$ cat src/rtl/acl_pkg.sv
package acl_pkg;

    // Sequencer states of the capture-frame transmitter
    typedef enum logic [1:0] {
        ST_IDLE = 2'd0,   // after reset, no frame start seen yet
        ST_TAG  = 2'd1,   // shifting the tag slot
        ST_DATA = 2'd2,   // shifting data slots 1..N
        ST_GAP  = 2'd3    // frame finished, waiting for next start
    } acl_state_e;

endpackage

$ cat src/rtl/acl_sync_edge.sv
module acl_sync_edge (
    input  logic bit_clk,
    input  logic rst_n,
    input  logic sync,
    output logic frame_start
);

    logic sync_prev;

    // The strobe is sampled on the falling edge; a start is a 0 -> 1 change
    // between two consecutive falling-edge samples.
    always_ff @(negedge bit_clk or negedge rst_n) begin
        if (!rst_n) begin
            sync_prev   <= 1'b0;
            frame_start <= 1'b0;
        end else begin
            sync_prev   <= sync;
            frame_start <= sync & ~sync_prev;
        end
    end

endmodule

$ cat src/rtl/acl_slot_counter.sv
module acl_slot_counter #(
    parameter  int SLOT_W     = 20,
    parameter  int TAG_W      = 16,
    parameter  int NUM_SLOTS  = 12,
    localparam int SLOT_IDX_W = $clog2(NUM_SLOTS + 1),
    localparam int POS_W      = $clog2(SLOT_W)
) (
    input  logic                  bit_clk,
    input  logic                  rst_n,
    input  logic                  load,
    input  logic                  advance,
    output logic [SLOT_IDX_W-1:0] slot,
    output logic [POS_W-1:0]      pos,
    output logic                  tag_done,
    output logic                  frame_done
);

    localparam logic [POS_W-1:0]      TAG_TOP  = POS_W'(TAG_W - 1);
    localparam logic [POS_W-1:0]      SLOT_TOP = POS_W'(SLOT_W - 1);
    localparam logic [SLOT_IDX_W-1:0] LAST_SL  = SLOT_IDX_W'(NUM_SLOTS);

    // slot: index of slot on the line; pos: bit number inside that slot,
    // counting down so that the MSB goes first.
    always_ff @(posedge bit_clk or negedge rst_n) begin
        if (!rst_n) begin
            slot <= '0;
            pos  <= '0;
        end else if (load) begin
            slot <= '0;
            pos  <= TAG_TOP;
        end else if (advance) begin
            if (pos == '0) begin
                slot <= slot + 1'b1;
                pos  <= SLOT_TOP;
            end else begin
                pos  <= pos - 1'b1;
            end
        end
    end

    always_comb begin
        tag_done   = (slot == '0) && (pos == '0);
        frame_done = (slot == LAST_SL) && (pos == '0);
    end

endmodule

$ cat src/rtl/acl_frame_fsm.sv
module acl_frame_fsm
    import acl_pkg::*;
(
    input  logic       bit_clk,
    input  logic       rst_n,
    input  logic       frame_start,
    input  logic       tag_done,
    input  logic       frame_done,
    output acl_state_e state,
    output logic       shifting,
    output logic       advance
);

    acl_state_e state_nx;

    // State register
    always_ff @(posedge bit_clk or negedge rst_n) begin
        if (!rst_n) begin
            state <= ST_IDLE;
        end else begin
            state <= state_nx;
        end
    end

    // Transitions: a frame start wins from every state
    always_comb begin
        state_nx = state;
        if (frame_start) begin
            state_nx = ST_TAG;
        end else begin
            unique case (state)
                ST_IDLE: state_nx = ST_IDLE;
                ST_TAG:  state_nx = tag_done   ? ST_DATA : ST_TAG;
                ST_DATA: state_nx = frame_done ? ST_GAP  : ST_DATA;
                ST_GAP:  state_nx = ST_GAP;
                default: state_nx = ST_IDLE;
            endcase
        end
    end

    // Outputs decoded from the state
    always_comb begin
        shifting = 1'b0;
        advance  = 1'b0;
        unique case (state)
            ST_IDLE: shifting = 1'b0;
            ST_TAG: begin
                shifting = 1'b1;
                advance  = 1'b1;
            end
            ST_DATA: begin
                shifting = 1'b1;
                advance  = !frame_done;
            end
            ST_GAP:  shifting = 1'b0;
            default: shifting = 1'b0;
        endcase
    end

endmodule

$ cat src/rtl/acl_slot_formatter.sv
module acl_slot_formatter #(
    parameter  int SLOT_W     = 20,
    parameter  int TAG_W      = 16,
    parameter  int NUM_SLOTS  = 12,
    parameter  int PCM_W      = 18,
    parameter  int IDX_W      = 7,
    parameter  int REQ_W      = 10,
    parameter  int RD_W       = 16,
    localparam int AUX_N      = NUM_SLOTS - 4,
    localparam int SLOT_IDX_W = $clog2(NUM_SLOTS + 1),
    localparam int POS_W      = $clog2(SLOT_W)
) (
    input  logic                    ready,
    input  logic [NUM_SLOTS-1:0]    valid,
    input  logic [IDX_W-1:0]        idx,
    input  logic [REQ_W-1:0]        req,
    input  logic [RD_W-1:0]         rdata,
    input  logic [PCM_W-1:0]        pcm_l,
    input  logic [PCM_W-1:0]        pcm_r,
    input  logic [AUX_N*SLOT_W-1:0] aux,
    input  logic [SLOT_IDX_W-1:0]   slot,
    input  logic [POS_W-1:0]        pos,
    output logic                    bit_out
);

    // Trailing zero bits of each formatted slot
    localparam int S1_TAIL  = 2;
    localparam int S2_TAIL  = SLOT_W - RD_W;
    localparam int PCM_TAIL = SLOT_W - PCM_W;
    localparam int TAG_ZERO = TAG_W - 1 - NUM_SLOTS;

    logic [TAG_W-1:0]  tag;
    logic [SLOT_W-1:0] words [0:NUM_SLOTS];

    // Tag slot: ready flag at the top, then one flag per data slot
    assign tag[TAG_W-1]      = ready;
    assign tag[TAG_ZERO-1:0] = '0;

    for (genvar s = 1; s <= NUM_SLOTS; s++) begin : g_tag
        assign tag[TAG_W-1-s] = valid[s-1];
    end

    assign words[0] = SLOT_W'(tag);

    // Status address slot: zero MSB, index, request bits, zero tail
    assign words[1] = valid[0] ? (SLOT_W'({idx, req}) << S1_TAIL) : '0;

    // Status data slot: read data, zero tail
    assign words[2] = valid[1] ? (SLOT_W'(rdata) << S2_TAIL) : '0;

    // Capture samples, MSB aligned
    assign words[3] = valid[2] ? (SLOT_W'(pcm_l) << PCM_TAIL) : '0;
    assign words[4] = valid[3] ? (SLOT_W'(pcm_r) << PCM_TAIL) : '0;

    // Remaining slots take their payload from the auxiliary bus
    for (genvar a = 0; a < AUX_N; a++) begin : g_aux
        assign words[a+5] = valid[a+4] ? aux[a*SLOT_W +: SLOT_W] : '0;
    end

    always_comb begin
        if (slot <= SLOT_IDX_W'(NUM_SLOTS)) begin
            bit_out = words[slot][pos];
        end else begin
            bit_out = 1'b0;
        end
    end

endmodule

$ cat src/rtl/acl_in_serializer.sv
module acl_in_serializer
    import acl_pkg::*;
#(
    parameter  int SLOT_W     = 20,
    parameter  int TAG_W      = 16,
    parameter  int NUM_SLOTS  = 12,
    parameter  int PCM_W      = 18,
    parameter  int IDX_W      = 7,
    parameter  int REQ_W      = 10,
    parameter  int RD_W       = 16,
    localparam int AUX_N      = NUM_SLOTS - 4,
    localparam int SLOT_IDX_W = $clog2(NUM_SLOTS + 1),
    localparam int POS_W      = $clog2(SLOT_W)
) (
    input  logic                    bit_clk,
    input  logic                    rst_n,
    input  logic                    sync,
    input  logic                    codec_ready,
    input  logic [NUM_SLOTS-1:0]    slot_valid,
    input  logic [IDX_W-1:0]        reg_index,
    input  logic [REQ_W-1:0]        slot_req,
    input  logic [RD_W-1:0]         reg_rdata,
    input  logic [PCM_W-1:0]        pcm_left,
    input  logic [PCM_W-1:0]        pcm_right,
    input  logic [AUX_N*SLOT_W-1:0] aux_data,
    output logic                    sdata_in
);

    logic                    frame_start;
    logic                    tag_done;
    logic                    frame_done;
    logic                    shifting;
    logic                    advance;
    logic                    fmt_bit;
    acl_state_e              fsm_state;
    logic [SLOT_IDX_W-1:0]   cur_slot;
    logic [POS_W-1:0]        cur_pos;

    // Frame snapshot, captured on the rising edge that starts a frame
    logic                    lat_ready;
    logic [NUM_SLOTS-1:0]    lat_valid;
    logic [IDX_W-1:0]        lat_idx;
    logic [REQ_W-1:0]        lat_req;
    logic [RD_W-1:0]         lat_rdata;
    logic [PCM_W-1:0]        lat_pcm_l;
    logic [PCM_W-1:0]        lat_pcm_r;
    logic [AUX_N*SLOT_W-1:0] lat_aux;

    acl_sync_edge u_sync (
        .bit_clk     (bit_clk),
        .rst_n       (rst_n),
        .sync        (sync),
        .frame_start (frame_start)
    );

    acl_frame_fsm u_fsm (
        .bit_clk     (bit_clk),
        .rst_n       (rst_n),
        .frame_start (frame_start),
        .tag_done    (tag_done),
        .frame_done  (frame_done),
        .state       (fsm_state),
        .shifting    (shifting),
        .advance     (advance)
    );

    acl_slot_counter #(
        .SLOT_W    (SLOT_W),
        .TAG_W     (TAG_W),
        .NUM_SLOTS (NUM_SLOTS)
    ) u_cnt (
        .bit_clk    (bit_clk),
        .rst_n      (rst_n),
        .load       (frame_start),
        .advance    (advance),
        .slot       (cur_slot),
        .pos        (cur_pos),
        .tag_done   (tag_done),
        .frame_done (frame_done)
    );

    always_ff @(posedge bit_clk or negedge rst_n) begin
        if (!rst_n) begin
            lat_ready <= 1'b0;
            lat_valid <= '0;
            lat_idx   <= '0;
            lat_req   <= '0;
            lat_rdata <= '0;
            lat_pcm_l <= '0;
            lat_pcm_r <= '0;
            lat_aux   <= '0;
        end else if (frame_start) begin
            lat_ready <= codec_ready;
            lat_valid <= slot_valid;
            lat_idx   <= reg_index;
            lat_req   <= slot_req;
            lat_rdata <= reg_rdata;
            lat_pcm_l <= pcm_left;
            lat_pcm_r <= pcm_right;
            lat_aux   <= aux_data;
        end
    end

    acl_slot_formatter #(
        .SLOT_W    (SLOT_W),
        .TAG_W     (TAG_W),
        .NUM_SLOTS (NUM_SLOTS),
        .PCM_W     (PCM_W),
        .IDX_W     (IDX_W),
        .REQ_W     (REQ_W),
        .RD_W      (RD_W)
    ) u_fmt (
        .ready   (lat_ready),
        .valid   (lat_valid),
        .idx     (lat_idx),
        .req     (lat_req),
        .rdata   (lat_rdata),
        .pcm_l   (lat_pcm_l),
        .pcm_r   (lat_pcm_r),
        .aux     (lat_aux),
        .slot    (cur_slot),
        .pos     (cur_pos),
        .bit_out (fmt_bit)
    );

    // Registered state and counters change only on rising edges, so the
    // line does too; it is forced low outside the shifting states.
    assign sdata_in = shifting & fmt_bit;

endmodule

$ cat config.mk
export PLATFORM = sky130hd
export DESIGN_NAME = acl_in_serializer
export DESIGN_NICKNAME = d
export VERILOG_FILES = /design/src/rtl/acl_pkg.sv /design/src/rtl/acl_sync_edge.sv /design/src/rtl/acl_slot_counter.sv /design/src/rtl/acl_frame_fsm.sv /design/src/rtl/acl_slot_formatter.sv /design/src/rtl/acl_in_serializer.sv
export SDC_FILE = /design/constraint.sdc
export NUM_CORES = 1
export LEC_CHECK = 0
export ABC_CLOCK_PERIOD_IN_PS = 3320
export BUFFER_PORTS_ARGS = -buffer_cell sky130_fd_sc_hd__clkbuf_2
export CORE_UTILIZATION = 50
export DETAILED_ROUTE_END_ITERATION = 8
export HOLD_SLACK_MARGIN = 0.15
export PLACE_DENSITY = 0.74
export SETUP_SLACK_MARGIN = 0.4
export SLEW_MARGIN = 20
export SYNTH_ARGS = -nofsm -noshare
export SYNTH_HDL_FRONTEND = slang
export SYNTH_SLANG_ARGS = --single-unit
$ cat constraint.sdc
create_clock -name bit_clk -period 3.32 [get_ports bit_clk]
set_input_delay 0.498 -clock bit_clk [delete_from_list [all_inputs] [get_ports bit_clk]]
set_output_delay 0.498 -clock bit_clk [all_outputs]
set_load 0.01 [all_outputs]
# Yosys cells after proc, flatten, opt, wreduce, memory -nomap -nowiden
# Cells that the tools add are included.
# Widths: inputs -> output; s select.
[totals]
out_inout_bits = 1
regBits = 255
mem_bits_ro = 0
latch_bits = 0
elab_cells = 67
ramBits = 0
n_memories = 0
[classes]
n_reduce_logical = 11
n_div = 0
bitwise_logic = 4
muxes = 30
n_lt_le_gt_ge = 3
shift = 0
eq_ne = 4
n_addsub = 2
n_mul = 0
[ops]
columns = ["operator", "n"]
rows = [
  ["$mux 20", 13],
  ["$bmux 20 s4", 1],
  ["$mux 19", 1],
  ["$mux 5", 3],
  ["$mux 4", 3],
  ["$pmux 2 s4", 1],
  ["$lt 5x6->1 const B", 1],
  ["$bmux 1 s5", 1],
  ["$ge 5x5->1 const B", 1],
  ["$logic_not 5->1", 1],
  ["$not 4->5", 1],
  ["$sub 5x1->5 const B", 1],
  ["$add 4x1->4 const B", 1],
  ["$eq 2x2->1 const B", 2],
  ["$eq 4x4->1 const B", 1],
  ["$le 4x4->1 const B", 1],
  ["$logic_not 4->1", 1],
  ["$mux 2", 2],
  ["$pmux 1 s2", 2],
  ["$reduce_bool 2->1", 2],
  ["$reduce_or 2->1", 2],
  ["$mux 1", 3],
  ["$and 1x1->1", 2],
  ["$eq 2x1->1 const B", 1],
  ["other kinds (5)", 6],
]

# Logic depth before layout (Yosys ltp)
# Gate-level depths: netlist (run 1).
[depth]
word_depth = 8
ltp_mapped = 10

# Modules after synthesis
# From an unflattened synthesis (run 1), not the netlist that was laid out.
[unflattened]
cells_unflattened = 922
area_unflattened_um2 = 12844.8
[by_module_without_submodules]
columns = ["mod", "n_inst", "seq_area_each_um2", "cells_per_inst", "area_per_inst_um2"]
rows = [
  ["acl_in_serializer", 1, 6055.8, 512, 9729.3],
  ["acl_slot_formatter", 1, 0.0, 337, 2368.5],
  ["acl_slot_counter", 1, 225.2, 55, 523.0],
  ["acl_frame_fsm", 1, 50.0, 15, 160.2],
  ["acl_sync_edge", 1, 50.0, 3, 63.8],
]

==> results of run 1 <==
metal layers:
metal,track usage (%),part of all wire (%)
met4,16.67,5.2
met3,10.36,11
met1,48.37,38
met5,0,0
met2,56.76,46
worst max-delay path: cells and delay by family, from the launching register on:
kind / cells / cell delay (ns)
AO/OA/AOI/OAI: 5 / 1.08
flip-flops: 1 / 0.49
buffers and inverters: 3 / 0.50
AND/OR/NAND/NOR: 2 / 0.68
cells by family after synthesis:
logic type,Yosys count,share of synthesized area [%]
buf+inv,85,2.939
fa+ha+maj,8,0.8428
mux,246,23.28
flops,255,53.72
compound gates,197,12.83
simple gates,134,6.162
xor+xnor,3,0.2213
final cells by class:
| class | count | share of cell area, % |
|---|---|---|
| flip-flops and latches | 255 | 36.14 |
| multi-input cells | 588 | 34.83 |
| repair buffers | 406 | 21.63 |
| clock buffers | 40 | 4.497 |
| well taps | 319 | 2.259 |
| clock inverters | 7 | 0.3965 |
| inverters | 10 | 0.2337 |
| diodes | 1 | 0.01416 |
cells in the mapped netlist (all sizes together) (3+ instances only):
master   instances  area, um2
mux2i            4      40.04
nand2b           5      31.28
and2b            3      23.77
clkbuf          63      236.5
mux2           242       2725
or2              3      18.77
a21oi           21      105.1
nand2           26      97.59
inv             10      37.54
and3             3      18.77
a221o            4      40.04
a2111oi          4      35.03
a32oi           10      87.58
o211ai           3      22.52
o2111ai          3      26.28
a211oi           9      67.56
a211o            3      26.28
a31o             3      26.28
nor4             9      62.56
nor2b            8      50.05
nor3b            3      27.52
nand3b           9      67.56
a31oi            8      50.05
ha               8      100.1
a22o             7      61.31
a32o             4      40.04
a311oi           6      52.55
dfrtp          253       6331
o21ai           16      80.07
nand4            4      25.02
buf             12      75.07
nor3             7      35.03
and2             6      42.55
nand3           10      50.05
a22oi           25      187.7
o221ai           3      26.28
a221oi          48      426.7
o22ai            6      37.54
xnor2            3      26.28
nor2            30      112.6
placed cells by master, fill, tap and decap left out, drive strengths merged, types with 5 or more instances in the layout:
cell type | netlist | final
a211oi | 9 | 9
mux2 | 242 | 242
a22o | 7 | 7
nor2 | 30 | 30
nor2b | 8 | 8
clkbuf | 63 | 285
dfrtp | 253 | 253
o21ai | 16 | 16
a31oi | 8 | 8
a32oi | 10 | 10
a22oi | 25 | 25
a221oi | 48 | 48
a21oi | 21 | 21
inv | 10 | 10
o22ai | 6 | 6
nand3 | 10 | 10
buf | 12 | 160
nor3 | 7 | 7
and2 | 6 | 6
nor4 | 9 | 9
ha | 8 | 8
a311oi | 6 | 6
nand3b | 9 | 9
nand2b | 5 | 5
nand2 | 26 | 26
power groups by stage:
stage	sequential, mW	clock (mW)	combinational (mW)
4_1_cts	3.87	3.00	1.78
3_3_place_gp	3.89	0	1.18
2_1_floorplan	3.77	0	0.749
6_report	3.92	3.02	1.87
5_1_grt	3.95	3.15	1.95
3_5_place_dp	3.90	0	1.21
repair_timing:
item                                    CTS  global route
gates resized for setup                 336            23
endpoints found under the hold margin    31             0
setup buffers                            46             8
gates cloned                             34             2
pin swaps                                 6             6
hold buffers                              1             0
endpoints found under the setup margin  218           251
flip-flops by register name (all words and copies together), names as in the netlist:
register	count
lat_aux	160
lat_pcm_l	18
lat_pcm_r	18
lat_rdata	16
lat_valid	12
lat_req	10
lat_idx	7
u_cnt.pos	5
u_cnt.slot	4
u_fsm.state	2
lat_ready	1
u_sync.frame_start	1
u_sync.sync_prev	1
path summary, 6_finish.rpt:
check,from,end
max in group asynchronous,rst_n,u_sync.frame_start
max reg2reg,u_sync.frame_start,lat_aux[4]
max,u_cnt.slot[1],sdata_in
min in group asynchronous,rst_n,lat_aux[78]
min reg2reg,u_sync.sync_prev,u_sync.frame_start
min,aux_data[1],lat_aux[1]
through the flow:
| step | setup TNS, ns | hold WS, ns | total power [mW] | worst slack [ns] |
|---|---|---|---|---|
| 2_1_floorplan | 0 | 0.2024 | 4.519 | 0.2816 |
| 3_5_place_dp | 0 | 0.3507 | 5.111 | 0.1821 |
| 4_1_cts | -0.3530 | 0.1721 | 8.648 | -0.3530 |
| 6_report | -0.4929 | 0.1720 | 8.808 | -0.4929 |
| 3_3_place_gp | 0 | 0.3412 | 5.065 | 0.1445 |
| 5_1_grt | -0.5163 | 0.1626 | 9.052 | -0.5114 |
==> results.sh, run 1 <==
export IMPL_status="finished with violations"
export IMPL_violations="DRC, setup timing"
export IMPL_crit_path_max_fanout=32
export IMPL_clockRootBuffer="clkbuf_16"
export IMPL_place_area_um2=13930
export IMPL_via_per_inst=6.482
export IMPL_rsz0062_at_grt="yes"
export IMPL_synth_area_per_cell_um2=12.80
export IMPL_grt_pass1_wl_mm=66.30
export IMPL_relSlewSlack_pct=36.85
export IMPL_ys_ff_latch=255
export IMPL_start_util_pct=50.75
export IMPL_ys_seq_area_share_pct=53.72
export IMPL_clkTransAtPathRegs_ns=0.06
export IMPL_final_core_util_pct=75.50
export IMPL_drt_total_wl_mm=45.67
export IMPL_final_net_count=1541
export IMPL_worstSetupPathType="flip-flop to output pin"
export IMPL_dp_cells=1487
export IMPL_drc=1
export IMPL_start_kind="flip-flop"
export IMPL_cts_buffers_inserted=27
export IMPL_async_flop_share_pct=100.0
export IMPL_grt_start_max_net_pins=161
export IMPL_cts_tree="yes"
export IMPL_io_pins=246
export IMPL_worst_pin_slew_ns=0.9473
export IMPL_coreArea_um2=23400
export IMPL_overflow=0
export IMPL_dp_hpwl_mm=26.44
export IMPL_area_growth_pct=48.76
export IMPL_slowest_stage="dfrtp_2"
export IMPL_grt_pass1_vias=10736
export IMPL_cts_sinks=255
export IMPL_multi_input_area_um2=6155
export IMPL_endpoint_kind="output pin"
export IMPL_worst_ep_arrival_time_ns=3.31
export IMPL_clock_skew_ns=0.02476
export IMPL_fp_dieW_um=156.1
export IMPL_holdCritPathClass="primary input to flip-flop"
export IMPL_design_area_um2=17670
export IMPL_switching_share_pct=27.27
export IMPL_gp_congestion=0.9972
export IMPL_powerDensity_nw_per_um2=498.5
export IMPL_slew_viol_final=0
export IMPL_yosys_warnings=0
export IMPL_crit_chain="buf_12, nor2b_1, a32o_1, a211oi_1, buf_4, nor3_1, o221ai_1, o2111ai_1, a31o_1, buf_2"
export IMPL_peakVddDrop_mv=0.3668
export IMPL_min_period_ns=3.813
export IMPL_cts_htree_levels=1
export IMPL_period_share_pct=114.8
export IMPL_p_sw_mw=2.402
export IMPL_seq_area_um2=6386
export IMPL_pwr_share_clk_pct=34.2
export IMPL_max_clock_path_buffers=3
export IMPL_grt_use_total_pct=36.84
export IMPL_pwr_share_seq_pct=44.5
export IMPL_portBuffers=245
export IMPL_drive_above_1_share_pct=55.51
export IMPL_timing_fmax_ghz=0.2623
export IMPL_holdPathStages=2
export IMPL_reg2reg_depth=7
export IMPL_worst_slack_ns=-0.4929
export IMPL_vias=10540
export IMPL_syn_area_um2=11880
export IMPL_drv_cap=0
export IMPL_rows=56
export IMPL_die_h_um=156.1
export IMPL_dieArea_um2=24380
export IMPL_clk_latency_ns=0.56
export IMPL_fill_cells=1368
export IMPL_first_pass_iters=9
export IMPL_finalHoldViolCount=0
export IMPL_p_leak_nw=8.304
export IMPL_slowest_delay_ns=0.49
export IMPL_p_int_mw=6.407
export IMPL_antenna_left=0
export IMPL_synth_edff_count=0
export IMPL_setup_viol=1
export IMPL_required_ns=2.82
export IMPL_syn_num_nets=1181
export IMPL_synth_ff_type="dfrtp_1"
export IMPL_instances_no_fill=1626
export IMPL_yosys_cell_types_count=69
export IMPL_ff2ff_setup_slack_ns=0.02
export IMPL_combPwrFrac_pct=21.3
export IMPL_grt_antenna_before_repair=1
export IMPL_syn_inst=928
export IMPL_initialDrtViolationCount=1230
export IMPL_wl_per_cell_um=28.09
No activity file was read; power rests on OpenSTA's default activity.
==> run 2, diff against run 1 <==
CAP_MARGIN = 20   (was unset)
CTS_BUF_LIST = sky130_fd_sc_hd__clkbuf_16   (was unset)
==> run 2 against run 1 <==
- the flow finishes with violations (setup timing)
- total power decreased by 1.9%
- sequential power about the same
- combinational power about the same
- via count decreased by 0.39%
- first-iteration DRC count decreased by 8.8%
- wire length increased by 0.91%
- register-to-register slack improved by 0.05 ns
==> results.sh, run 2 (synthesized netlist as in run 1, its figures left out) <==
export IMPL_p_leak_nw=8.272
export IMPL_largest_reg_flops=160
export IMPL_slowest_delay_ns=0.64
export IMPL_start_util_pct=50.75
export IMPL_initialDrtViolationCount=1122
export IMPL_drv_cap=0
export IMPL_reg2reg_depth=7
export IMPL_peakVddDrop_mv=0.3868
export IMPL_via_per_inst=6.469
export IMPL_grt_pass1_vias=10628
export IMPL_setup_viol=1
export IMPL_cp_common_cell="buf_4"
export IMPL_finalHoldViolCount=0
export IMPL_crit_path_max_fanout=19
export IMPL_crit_start="u_cnt.slot[3]"
export IMPL_rsz0062_at_grt="yes"
export IMPL_antenna_left=0
export IMPL_crit_chain="buf_4, or2_2, a2111oi_0, nor4_1, buf_4, nand4b_1, o311a_1, nor3_1, a31o_1, buf_2"
export IMPL_dp_hpwl_mm=26.44
export IMPL_drc=0
export IMPL_drt_total_wl_mm=46.09
export IMPL_vias=10499
export IMPL_gp_congestion=0.9972
export IMPL_portBuffers=245
export IMPL_min_period_ns=3.806
export IMPL_relSlewSlack_pct=33.66
export IMPL_cts_sinks=255
export IMPL_overflow=0
export IMPL_final_common_cell="dfrtp_1"
export IMPL_drive_above_1_share_pct=55.03
export IMPL_worstSetupPathType="flip-flop to output pin"
export IMPL_regMostFlops="lat_aux"
export IMPL_final_net_count=1538
export IMPL_grt_antenna_before_repair=1
export IMPL_cp_num_buf_inv=3
export IMPL_clkTransAtPathRegs_ns=0.06
export IMPL_clockRootBuffer="clkbuf_16"
export IMPL_path_delay_family="compound AO/OA/AOI/OAI gates"
export IMPL_area_growth_pct=47.57
export IMPL_final_core_util_pct=74.90
export IMPL_required_ns=2.82
export IMPL_r2r_start="u_sync.frame_start"
export IMPL_violations="setup timing"
export IMPL_final_cell_mix="dfrtp_1 (250), clkbuf_2 (243), mux2_4 (242)"
export IMPL_max_clock_path_buffers=3
export IMPL_hold_start="aux_data[30]"
export IMPL_timing_fmax_ghz=0.2627
export IMPL_crit_cells=10
export IMPL_period_share_pct=114.6
export IMPL_slew_viol_final=0
export IMPL_slowest_stage="a2111oi_0"
export IMPL_holdCritPathClass="primary input to flip-flop"
export IMPL_dieArea_um2=24380
export IMPL_grt_use_total_pct=36.74
export IMPL_coreArea_um2=23400
export IMPL_clock_skew_ns=0.02450
export IMPL_powerDensity_nw_per_um2=493.0
export IMPL_rows=56
export IMPL_grt_start_max_net_pins=161
export IMPL_io_pins=246
export IMPL_status="finished with violations"
export IMPL_clk_latency_ns=0.56
export IMPL_hold_slack_ns=0.1634
export IMPL_holdPathStages=2
export IMPL_worst_pin_slew_ns=0.9951
export IMPL_first_pass_iters=6
export IMPL_grt_pass1_wl_mm=66.31
export IMPL_cts_buffers_inserted=27
export IMPL_wl_per_cell_um=28.40
export IMPL_top_regs="lat_aux (160), lat_pcm_l (18), lat_pcm_r (18)"
export IMPL_start_kind="flip-flop"
export IMPL_fp_dieW_um=156.1
export IMPL_endpoint_kind="output pin"
export IMPL_die_h_um=156.1
export IMPL_cts_htree_levels=1
export IMPL_worst_ep_arrival_time_ns=3.31
export IMPL_cts_tree="yes"
export IMPL_worst_slack_ns=-0.4861
## run 2: cell types whose count changed in the layout (fill, tap and decap cells not counted), moves of 2 or more
cell      delta
buf_12       -8
clkbuf_8     -7
clkinv_1     +7
buf_8        +6
clkbuf_1     -6
inv_1        +6
buf_4        +2
buf_6        -2
## run 2: stage by stage
| step | instances | instance area, um2 | power, mW | setup WS (ns) | setup TNS (ns) |
|---|---|---|---|---|---|
| detailed placement | 1487 | 13930 | 5.111 | 0.1821 | 0 |
| global placement | 1487 | 13930 | 5.065 | 0.1445 | 0 |
| CTS | 1610 | 17140 | 8.413 | -0.3509 | -0.3509 |
| finish | 1623 | 17530 | 8.642 | -0.4861 | -0.4861 |
| global route | 1623 | 17530 | 8.852 | -0.5743 | -0.5743 |
| floorplan | 928 | 11990 | 4.519 | 0.2816 | 0 |
## run 2: final timing paths
kind | end | slack (ns)
min | lat_aux[30] | 0.16
min reg2reg | u_sync.frame_start | 0.37
min in group asynchronous | lat_aux[98] | 0.40
max reg2reg | lat_aux[81] | 0.07
max | sdata_in | -0.49
max in group asynchronous | u_sync.frame_start | 1.05
## run 2: area by class of cell
type	instances	area, um2
sequential	255	6385
multi-input combinational	588	6170
fill	1411	5874
timing repair buffer	403	3736
clock buffer	27	675.6
tap	319	399.1
clock inverter	20	118.9
inverter	10	41.29
antenna	1	2.502
## run 2: routing by layer
| metal | vias to the layer above | share of wire [%] | track usage, % |
|---|---|---|---|
| li1 | 4241 | - | - |
| met1 | 5325 | 39 | 48.61 |
| met2 | 743 | 46 | 57.87 |
| met3 | 190 | 9.4 | 8.444 |
| met4 | 0 | 5.7 | 16.11 |
| met5 | - | 0 | 0 |
## run 2: repair_timing
item                       CTS  global route
buffers inserted            42             9
gates cloned                33             3
pin swaps                    5             7
hold endpoints to repair    31             0
hold buffers                 1             0
resized for setup          314            54
setup endpoints to repair  218           252
## run 2: where the power goes
group | leakage [nW] | total (mW) | switching, mW | internal (mW)
registers | 2.99 | 3.93 | 0.373 | 3.55
logic | 4.87 | 1.87 | 0.745 | 1.12
clock network | 0.410 | 2.85 | 1.31 | 1.54
